<file path="src/rtl/fault_stat_pkg.sv">
package fault_stat_pkg;
  localparam int DATA_W    = 8;
  localparam int ADDR_W    = 3;
  localparam int NUM_FLAGS = 2;
  localparam int IDX_SGL   = 0;
  localparam int IDX_DBL   = 1;
  localparam logic [ADDR_W-1:0] ADDR_STATUS = 3'd0;
  localparam logic [ADDR_W-1:0] ADDR_IRQEN  = 3'd1;

  typedef enum logic [1:0] {
    EV_NONE,
    EV_SINGLE,
    EV_DOUBLE,
    EV_COLLIDE
  } read_event_e;
endpackage

</file>
<file path="src/rtl/fault_classify.sv">
module fault_classify
  import fault_stat_pkg::*;
(
  input  logic                 rd_valid,
  input  logic                 rd_ecc_single,
  input  logic                 rd_ecc_double,
  input  logic                 cmd_busy,
  input  logic                 ignore_single,
  output logic [NUM_FLAGS-1:0] set_vec
);
  read_event_e ev;

  // Collision outranks ECC; double outranks single (exclusive reports).
  always_comb begin
    ev = EV_NONE;
    if (rd_valid) begin
      if (cmd_busy)                             ev = EV_COLLIDE;
      else if (rd_ecc_double)                   ev = EV_DOUBLE;
      else if (rd_ecc_single && !ignore_single) ev = EV_SINGLE;
    end
  end

  always_comb begin
    set_vec = '0;
    unique case (ev)
      EV_SINGLE:  set_vec[IDX_SGL] = 1'b1;
      EV_DOUBLE:  set_vec[IDX_DBL] = 1'b1;
      EV_COLLIDE: set_vec          = '1;
      default:    set_vec          = '0;
    endcase
  end
endmodule

</file>
<file path="src/rtl/fault_flag_cell.sv">
module fault_flag_cell (
  input  logic clk,
  input  logic rst_n,
  input  logic set_i,
  input  logic clr_i,
  output logic flag_o
);
  // Hardware set wins over a same-edge software clear.
  always_ff @(posedge clk or negedge rst_n) begin
    if (!rst_n)      flag_o <= 1'b0;
    else if (set_i)  flag_o <= 1'b1;
    else if (clr_i)  flag_o <= 1'b0;
  end
endmodule

</file>
<file path="src/rtl/fault_regfile.sv">
module fault_regfile
  import fault_stat_pkg::*;
(
  input  logic                 clk,
  input  logic                 rst_n,
  input  logic                 reg_wr,
  input  logic [ADDR_W-1:0]    reg_addr,
  input  logic [DATA_W-1:0]    reg_wdata,
  input  logic [NUM_FLAGS-1:0] flags,
  output logic [NUM_FLAGS-1:0] clr_vec,
  output logic [NUM_FLAGS-1:0] irq_en,
  output logic [DATA_W-1:0]    reg_rdata
);
  logic wr_status, wr_irqen;
  logic unused_wbits;

  assign wr_status    = reg_wr && (reg_addr == ADDR_STATUS);
  assign wr_irqen     = reg_wr && (reg_addr == ADDR_IRQEN);
  assign clr_vec      = wr_status ? reg_wdata[NUM_FLAGS-1:0] : '0;
  assign unused_wbits = ^reg_wdata[DATA_W-1:NUM_FLAGS];

  always_ff @(posedge clk or negedge rst_n) begin
    if (!rst_n)        irq_en <= '0;
    else if (wr_irqen) irq_en <= reg_wdata[NUM_FLAGS-1:0];
  end

  always_comb begin
    reg_rdata = '0;
    case (reg_addr)
      ADDR_STATUS: reg_rdata[NUM_FLAGS-1:0] = flags;
      ADDR_IRQEN:  reg_rdata[NUM_FLAGS-1:0] = irq_en;
      default:     reg_rdata = '0;
    endcase
  end
endmodule

</file>
<file path="src/rtl/flash_rd_fault_status.sv">
module flash_rd_fault_status
  import fault_stat_pkg::*;
(
  input  logic        clk,
  input  logic        rst_n,
  input  logic        rd_valid,
  input  logic        rd_ecc_single,
  input  logic        rd_ecc_double,
  input  logic        cmd_busy,
  input  logic        ignore_single,
  input  logic        reg_wr,
  input  logic [2:0]  reg_addr,
  input  logic [7:0]  reg_wdata,
  output logic [7:0]  reg_rdata,
  output logic        irq_single,
  output logic        irq_double
);
  logic [NUM_FLAGS-1:0] set_vec, clr_vec, flag_q, irq_en, irq_vec;

  fault_classify u_classify (
    .rd_valid      (rd_valid),
    .rd_ecc_single (rd_ecc_single),
    .rd_ecc_double (rd_ecc_double),
    .cmd_busy      (cmd_busy),
    .ignore_single (ignore_single),
    .set_vec       (set_vec)
  );

  for (genvar g = 0; g < NUM_FLAGS; g++) begin : g_flag
    fault_flag_cell u_cell (
      .clk    (clk),
      .rst_n  (rst_n),
      .set_i  (set_vec[g]),
      .clr_i  (clr_vec[g]),
      .flag_o (flag_q[g])
    );
  end

  fault_regfile u_regs (
    .clk       (clk),
    .rst_n     (rst_n),
    .reg_wr    (reg_wr),
    .reg_addr  (reg_addr),
    .reg_wdata (reg_wdata),
    .flags     (flag_q),
    .clr_vec   (clr_vec),
    .irq_en    (irq_en),
    .reg_rdata (reg_rdata)
  );

  assign irq_vec    = flag_q & irq_en;
  assign irq_single = irq_vec[IDX_SGL];
  assign irq_double = irq_vec[IDX_DBL];
endmodule

</file>
<file path="config.mk">
export PLATFORM = sky130hd
export DESIGN_NAME = flash_rd_fault_status
export DESIGN_NICKNAME = d
export VERILOG_FILES = /design/src/rtl/fault_stat_pkg.sv /design/src/rtl/fault_classify.sv /design/src/rtl/fault_flag_cell.sv /design/src/rtl/fault_regfile.sv /design/src/rtl/flash_rd_fault_status.sv
export SDC_FILE = /design/constraint.sdc
export NUM_CORES = 1
export LEC_CHECK = 0
export ABC_AREA = 1
export CAP_MARGIN = 20
export CORE_AREA = 8 8 45 47
export CTS_BUF_LIST = sky130_fd_sc_hd__clkbuf_8
export DETAILED_ROUTE_END_ITERATION = 16
export DIE_AREA = 0 0 53 55
export GPL_ROUTABILITY_DRIVEN = 0
export GPL_TIMING_DRIVEN = 0
export HOLD_SLACK_MARGIN = 0.03
export REMOVE_ABC_BUFFERS = 1
export SLEW_MARGIN = 20
export SYNTH_ARGS = -nofsm -noshare
export SYNTH_HDL_FRONTEND = slang
export SYNTH_SLANG_ARGS = --single-unit
</file>
<file path="constraint.sdc">
create_clock -name clk -period 1.4 [get_ports clk]
set_input_delay 0.14 -clock clk [delete_from_list [all_inputs] [get_ports clk]]
set_output_delay 0.14 -clock clk [all_outputs]
set_load 0.005 [all_outputs]
</file>
==> out/metrics.cfg, run 1 <==
[synth]
synth.cell_area_um2=304
ys_async_sr_fraction_pct=100
yosysMostFrequentCell=nand2_1
synth_common_cells=nand2_1, inv_1, buf_4
ys_warn_count=0
synth_edf_count=0
synth.area.top_cells=dfrtp_1, nand2_1, buf_4, inv_1, nand4_1
ys_types=13
synth_top_area_share_pct=32.9
ys_seq_area_share_pct=32.9
synth_top_cell_by_area=dfrtp_1
synthCells=43
ys_ff_latch=4
synthFlopType=dfrtp_1
synth_area_per_cell_um2=7.07

[timing]
finalHoldViolations=0
period_needed_ps=1350
finClkSkew_ps=0
setup-tns-final_ps=0
setup_violations=0
drv_slew=0
period_share_pct=96.6
rsz0062_at_grt=false
fmax_ghz=0.739
setup_slack_ps=47.1

[route]
dr.pass1.iters=4
drt-total-wl_um=754
drt-wirelength-per-cell_um=9.67
dr.first_iter.drc_count=3
vias=304
post-route-drc-count=0
final_antenna_net_count=0
viasPerCell=3.90

[die]
ios=29
die_h_um=55
core_mm2=0.00138
initial_core_util_pct=22.0
placementRows=14
dieArea_mm2=0.00292
fp.dieW_um=53

[global_routing]
grt_usage_pct=5.85
grt_pass1_vias=318
antenna_found_initial=0
grt_max_degree=6
grt_overflow=0
grt_first_pass_wirelength_um=1210

[cells_and_area]
syn_to_final_growth_pct=68.3
final_area_um2=512
final_cells=78
drive_above_1_share_pct=14.5
num-fill-cells=153
diodes=0
nNetsFinal=83
final_util_pct=37.0

[worst_setup_path]
path_max_fanout=2
r2r_slack_ps=770
startpoint_type=input port
path_class=input port to output port
worstSetupEndpointType=output port
required_ps=1260
cp_data_arrival_time_ps=1210

[run_status]
outcome=completed

[place]
place_ws_ps=-269
place_area_um2=458
dp_hpwl_um=667
post-place-cells=74
port_buffers=16

[pwr]
ir_drop_mv=0.389
p_per_area_mw_per_mm2=959
leakage_nw=0.284

[run]
maxCapViolCount=0

[clock_network]
cts_tree=built
cts_root_buf=clkbuf_8
clk_latency_ps=210
clk_path_buf_depth=2
clkTransAtPathRegs_ps=30
cts_hold_buf=0
cts_sinks=4
cts.htree.levels=1
cts_buffers=3

[worst_hold_path]
hold_class=input port to asynchronous set/reset pin

## metrics by stage
stage,total power [mW],hold slack [ps]
floorplan,0.181,-156
detailed placement,0.260,362
global placement,0.258,353
finish,0.491,130
global route,0.535,139
CTS,0.508,133
## worst paths after layout
check / from / endpoint / depth (start not counted)
min in group clk: reg_addr[0] / u_regs.irq_en[0] / 3
min: rst_n / u_regs.irq_en[1] / 1
min reg2reg: g_flag[1].u_cell.flag_o / g_flag[1].u_cell.flag_o / 2
max reg2reg: u_regs.irq_en[1] / u_regs.irq_en[1] / 2
max: reg_addr[1] / reg_rdata[1] / 5
max in group asynchronous: rst_n / u_regs.irq_en[0] / 1
## area by class of cell
cell class | instances | area [um^2] | share of cell area [%]
Inverter | 7 | 26.3 | 5.13
Tap cell | 16 | 20.0 | 3.91
Multi-Input combinational cell | 31 | 151 | 29.6
Clock buffer | 3 | 41.3 | 8.07
Sequential cell | 4 | 100 | 19.6
Timing Repair Buffer | 17 | 173 | 33.7
## kinds of logic (layout without fill, tap and decap cells)
| kind of cell | after synthesis | count (layout) | share of synthesized area, % |
|---|---|---|---|
| compound gates | 3 | 3 | 4.94 |
| buf+inv | 13 | 27 | 23.5 |
| flops | 4 | 4 | 32.9 |
| other cells | 1 | 6 | 1.23 |
| simple gates | 22 | 22 | 37.4 |
## cell usage in the layout, fill, tap and decap left out, types with 2 or more instances in the layout
master	n
nand2_1	14
clkdlybuf4s50_1	11
inv_1	6
conb_1	6
dfrtp_1	4
clkbuf_8	3
nand3_1	2
nand4_1	2
o21ai_1	2
dlymetal6s2s_1	2
## where the power goes
group          internal, mW  total [mW]  switching, mW  leakage, nW
sequential            0.130       0.140        0.00970       0.0434
clock                 0.183       0.236         0.0533       0.0216
combinational        0.0683       0.115         0.0467        0.219
## sequential cells by signal, indices dropped and copies added, names as in the netlist
register and count:
g_flag.u_cell.flag_o 2, u_regs.irq_en 2
## per-layer routing
layer	up-vias	global-route usage (%)	wire [um]
li1	161	-	-
met4	0	7.76	5
met3	2	2.41	90
met2	14	8.98	377
met1	127	5.18	281
met5	-	0	0
## repair_timing
action,CTS,global route
cloned,0,0
pin swaps,2,1
gates resized for setup,6,3
setup buffers,1,0
setup endpoints to repair,2,2
## worst max-delay path, stage by stage
cell and delay (ps):
clkdlybuf4s15_1 230, nor3_2 230, nand2_1 70, nand2_1 60, clkdlybuf4s50_1 490
Power figures use the tool's default switching activity.
==> run 2: changes to the inputs <==
--- a/config.mk
+++ b/config.mk
@@ -5,7 +5,6 @@
 export SDC_FILE = /design/constraint.sdc
 export NUM_CORES = 1
 export LEC_CHECK = 0
-export ABC_AREA = 1
 export CAP_MARGIN = 20
 export CORE_AREA = 8 8 45 47
 export CTS_BUF_LIST = sky130_fd_sc_hd__clkbuf_8
@@ -14,6 +13,7 @@
 export GPL_ROUTABILITY_DRIVEN = 0
 export GPL_TIMING_DRIVEN = 0
 export HOLD_SLACK_MARGIN = 0.03
+export MAX_ROUTING_LAYER = met4
 export REMOVE_ABC_BUFFERS = 1
 export SLEW_MARGIN = 20
 export SYNTH_ARGS = -nofsm -noshare
==> out/metrics.cfg, run 2 <==
[synth]
synth.cell_area_um2=279
synth.area.top_cells=dfrtp_1, buf_4, mux2_2, mux2i_1, and2_1
ys_ff_latch=4
synth_area_per_cell_um2=9.30
ys_async_sr_fraction_pct=100
ys_seq_area_share_pct=35.9
synth_edf_count=0
synthCells=30
synth_common_cells=buf_4, dfrtp_1
ys_warn_count=0
synth_top_area_share_pct=35.9
synthFlopType=dfrtp_1
ys_types=14
synth_top_cell_by_area=dfrtp_1
yosysMostFrequentCell=buf_4

[pwr]
p_per_area_mw_per_mm2=1050
ir_drop_mv=0.511
leakage_nw=0.206
report.power.total_uw=495

[route]
final_antenna_net_count=0
drt-wirelength-per-cell_um=10.8
post-route-drc-count=0
vias=258
dr.first_iter.drc_count=0
viasPerCell=4.03
drt-total-wl_um=693
dr.pass1.iters=1

[clock_network]
cts.htree.levels=1
clk_latency_ps=210
post_cts_buffers=0
cts_sinks=4
clk_path_buf_depth=2
cts_tree=built
clkTransAtPathRegs_ps=30
cts_buffers=3
cts_root_buf=clkbuf_8

[timing]
hold-worst-slack_ps=134
finClkSkew_ps=0
setup_violations=0
period_share_pct=94.6
rsz0062_at_grt=false
fmax_ghz=0.755
drv_slew=0
finalHoldViolations=0
period_needed_ps=1320

[worst_setup_path]
path_max_fanout=3
startpoint_type=flip-flop
path_class=flip-flop to output port
cp_data_arrival_time_ps=1180
worstSetupEndpointType=output port
required_ps=1260

[die]
fp.dieW_um=53
core_mm2=0.00138
initial_core_util_pct=20.2
ios=29
die_h_um=55
placementRows=14
dieArea_mm2=0.00292

[global_routing]
antenna_found_initial=0
gr-usage-met3_pct=2.94
use_met2_pct=8.01
global_route.usage.met1_pct=6.56
grt_overflow=0
grt_usage_pct=6.03
grt_max_degree=5
grt-busiest-layer=met2
grt_first_pass_wirelength_um=1230
grt_pass1_vias=300

[cells_and_area]
drive_above_1_share_pct=12.5
nNetsFinal=69
mostFrequentLayoutCell=clkdlybuf4s50_1
reg.largest.list=g_flag.u_cell.flag_o x2, u_regs.irq_en x2
final_cell_mix=clkdlybuf4s50_1, conb_1, dfrtp_1
diodes=0
syn_to_final_growth_pct=68.6

[run]
maxCapViolCount=0

[place]
port_buffers=16
dp_hpwl_um=601

[worst_hold_path]
hold_class=input port to asynchronous set/reset pin

[run_status]
outcome=completed

## run 2: metrics by stage
stage	instance area [um^2]	TNS, ps	instances	utilization [%]	setup WS [ps]
2_1_floorplan	253	0	29	-	432
3_3_place_gp	433	-620	61	31.3	-184
3_5_place_dp	433	-602	61	31.3	-180
4_1_cts	470	0	64	34.0	58.3
5_1_grt	470	0	64	34.0	5.08
6_report	470	0	64	34.0	75.1
## run 2: path summary, 6_finish.rpt
path | start | end | slack (ps) | cells past startpoint
setup / recovery | u_regs.irq_en[1] | irq_double | 80 | 2
hold / removal | rst_n | u_regs.irq_en[1] | 130 | 1
setup reg to reg | u_regs.irq_en[1] | u_regs.irq_en[1] | 650 | 1
hold reg to reg | g_flag[1].u_cell.flag_o | g_flag[1].u_cell.flag_o | 500 | 2
max in group asynchronous | rst_n | u_regs.irq_en[0] | 1100 | 1
min in group clk | g_flag[1].u_cell.flag_o | g_flag[1].u_cell.flag_o | 500 | 2
## run 2: cell families after synthesis
logic type | Yosys count | share of synthesized area, %
other | 1 | 1.34
and+or+nand+nor | 9 | 21.5
muxes | 4 | 15.2
buffers and inverters | 8 | 18.8
AOI/OAI and AO/OA | 4 | 7.18
DFF | 4 | 35.9
## run 2: area by class of cell
cell class,instances,area [um^2]
Clock buffer,3,41.3
Fill cell,153,913
Inverter,2,7.51
Multi-Input combinational cell,23,145
Sequential cell,4,100
Tap cell,16,20.0
Timing Repair Buffer,16,156
## run 2: worst max-delay path, stage by stage (launching register included)
cell,delay (ps)
dfrtp_1,370
and2_1,160
clkdlybuf4s50_1,440
## run 2: metal layers
layer,vias up,wire length (um)
met3,4,111
met5,-,0
met2,19,268
met4,0,19
li1,126,-
met1,109,294
## run 2: report_power, final
| group | switching [mW] | internal [mW] | leakage (nW) |
|---|---|---|---|
| Combinational | 0.0379 | 0.0803 | 0.142 |
| Clock | 0.0525 | 0.183 | 0.0216 |
| Sequential | 0.00957 | 0.132 | 0.0423 |
| Total | 0.100 | 0.395 | 0.206 |
## run 2: timing repair
action | CTS | global route
endpoints found under the setup margin | 2 | 0
hold buffers | 0 | 0
resized for setup | 3 | 0
==> run 3: changes to the inputs <==
--- a/config.mk
+++ b/config.mk
@@ -6,10 +6,11 @@
 export NUM_CORES = 1
 export LEC_CHECK = 0
 export CAP_MARGIN = 20
-export CORE_AREA = 8 8 45 47
+export CORE_AREA = 2 2 39 41
 export CTS_BUF_LIST = sky130_fd_sc_hd__clkbuf_8
+export CTS_CLUSTER_SIZE = 30
 export DETAILED_ROUTE_END_ITERATION = 16
-export DIE_AREA = 0 0 53 55
+export DIE_AREA = 0 0 41 43
 export GPL_ROUTABILITY_DRIVEN = 0
 export GPL_TIMING_DRIVEN = 0
 export HOLD_SLACK_MARGIN = 0.03
==> out/metrics.cfg, run 3 (synthesized netlist as in run 2, its figures left out) <==
[worst_setup_path]
required_ps=1260
path_class=flip-flop to output port
endpoint=irq_single
startpoint_type=flip-flop
cp_cell_sequence=and2_1, clkdlybuf4s50_1
cp-startpoint=g_flag[0].u_cell.flag_o
timing.rr.end=u_regs.irq_en[1]
cp.depth=2
path_max_fanout=3
path_buf_inv=1
reg2reg_from=u_regs.irq_en[1]
crit_path_max_incr_delay_ps=430
crit_slowest_cell=clkdlybuf4s50_1
worstSetupEndpointType=output port
path_delay_family=buffers and inverters
rr_worst_depth=1
r2r_slack_ps=640
cp_data_arrival_time_ps=1180

[cells_and_area]
seqCellArea_um2=100
mostFrequentLayoutCell=clkdlybuf4s50_1
final_cell_mix=clkdlybuf4s50_1, conb_1, dfrtp_1
syn_to_final_growth_pct=68.6
num-fill-cells=157
multi_input_comb_area_um2=145
drive_above_1_share_pct=12.5
final_util_pct=34.0
reg.largest.list=g_flag.u_cell.flag_o x2, u_regs.irq_en x2
diodes=0
nNetsFinal=69

[global_routing]
grt_max_degree=5
grt_pass1_vias=243
grt_first_pass_wirelength_um=862
grt_overflow=0
grt_usage_pct=7.95
antenna_found_initial=0

[pwr]
ir_drop_mv=0.510
leakage_nw=0.206
report.power.total_uw=492
p_per_area_mw_per_mm2=1050

[die]
initial_core_util_pct=20.2
placementRows=14
dieArea_mm2=0.00176
die_h_um=43
fp.dieW_um=41
ios=29
core_mm2=0.00138

[timing]
period_needed_ps=1320
finClkSkew_ps=0
finalHoldViolations=0
period_share_pct=94.6
hold-worst-slack_ps=134
rsz0062_at_grt=false
fmax_ghz=0.755
setup_violations=0
drv_slew=0
setup_slack_ps=75.3

[run]
maxCapViolCount=0

[place]
dp_hpwl_um=462
port_buffers=16
place_ws_ps=-185

[route]
drt-wirelength-per-cell_um=8.20
drt-total-wl_um=525
dr.pass1.iters=1
final_antenna_net_count=0
post-route-drc-count=0
vias=258
dr.first_iter.drc_count=0
viasPerCell=4.03

[clock_network]
post_cts_buffers=0
cts_hold_buf=0
clk_latency_ps=210
clkTransAtPathRegs_ps=30
clk_path_buf_depth=2
cts.htree.levels=1
cts_root_buf=clkbuf_8
cts_sinks=4
cts_buffers=3
cts.repair.resized=3
cts_tree=built

[run_status]
outcome=completed

[worst_hold_path]
hold_class=input port to asynchronous set/reset pin

run 3: area by class of cell:
class / instances / area share (%)
timing repair buffer: 16 / 33.2
multi-input combinational: 23 / 30.9
sequential: 4 / 21.3
clock buffer: 3 / 8.78
tap: 16 / 4.26
inverter: 2 / 1.60
run 3: power breakdown:
part	internal [mW]	switching [mW]	total, mW
sequential	0.132	0.00963	0.142
combinational	0.0802	0.0361	0.116
clock	0.183	0.0516	0.234
run 3: worst min path at each step:
stage                     start                 endpoint  slack, ps
after floorplan           rst_n  g_flag[0].u_cell.flag_o       -160
after global placement    rst_n  g_flag[1].u_cell.flag_o        350
after detailed placement  rst_n  g_flag[1].u_cell.flag_o        360
after CTS                 rst_n  g_flag[1].u_cell.flag_o        140
after global routing      rst_n  g_flag[1].u_cell.flag_o        140
final                     rst_n  g_flag[1].u_cell.flag_o        130
run 3: per-layer routing:
layer	vias to the layer above	routed length, um	global-route usage (%)
met2	15	250	10.6
met5	-	0	-
met3	2	63	3.14
met1	114	205	8.12
li1	127	-	-
met4	0	6	8.00
run 3: per-stage QoR:
step	cell area, um^2	cells	TNS, ps
finish	470	64	0
global route	470	64	0
CTS	470	64	0
detailed placement	433	61	-621
global placement	433	61	-627
floorplan	253	29	0
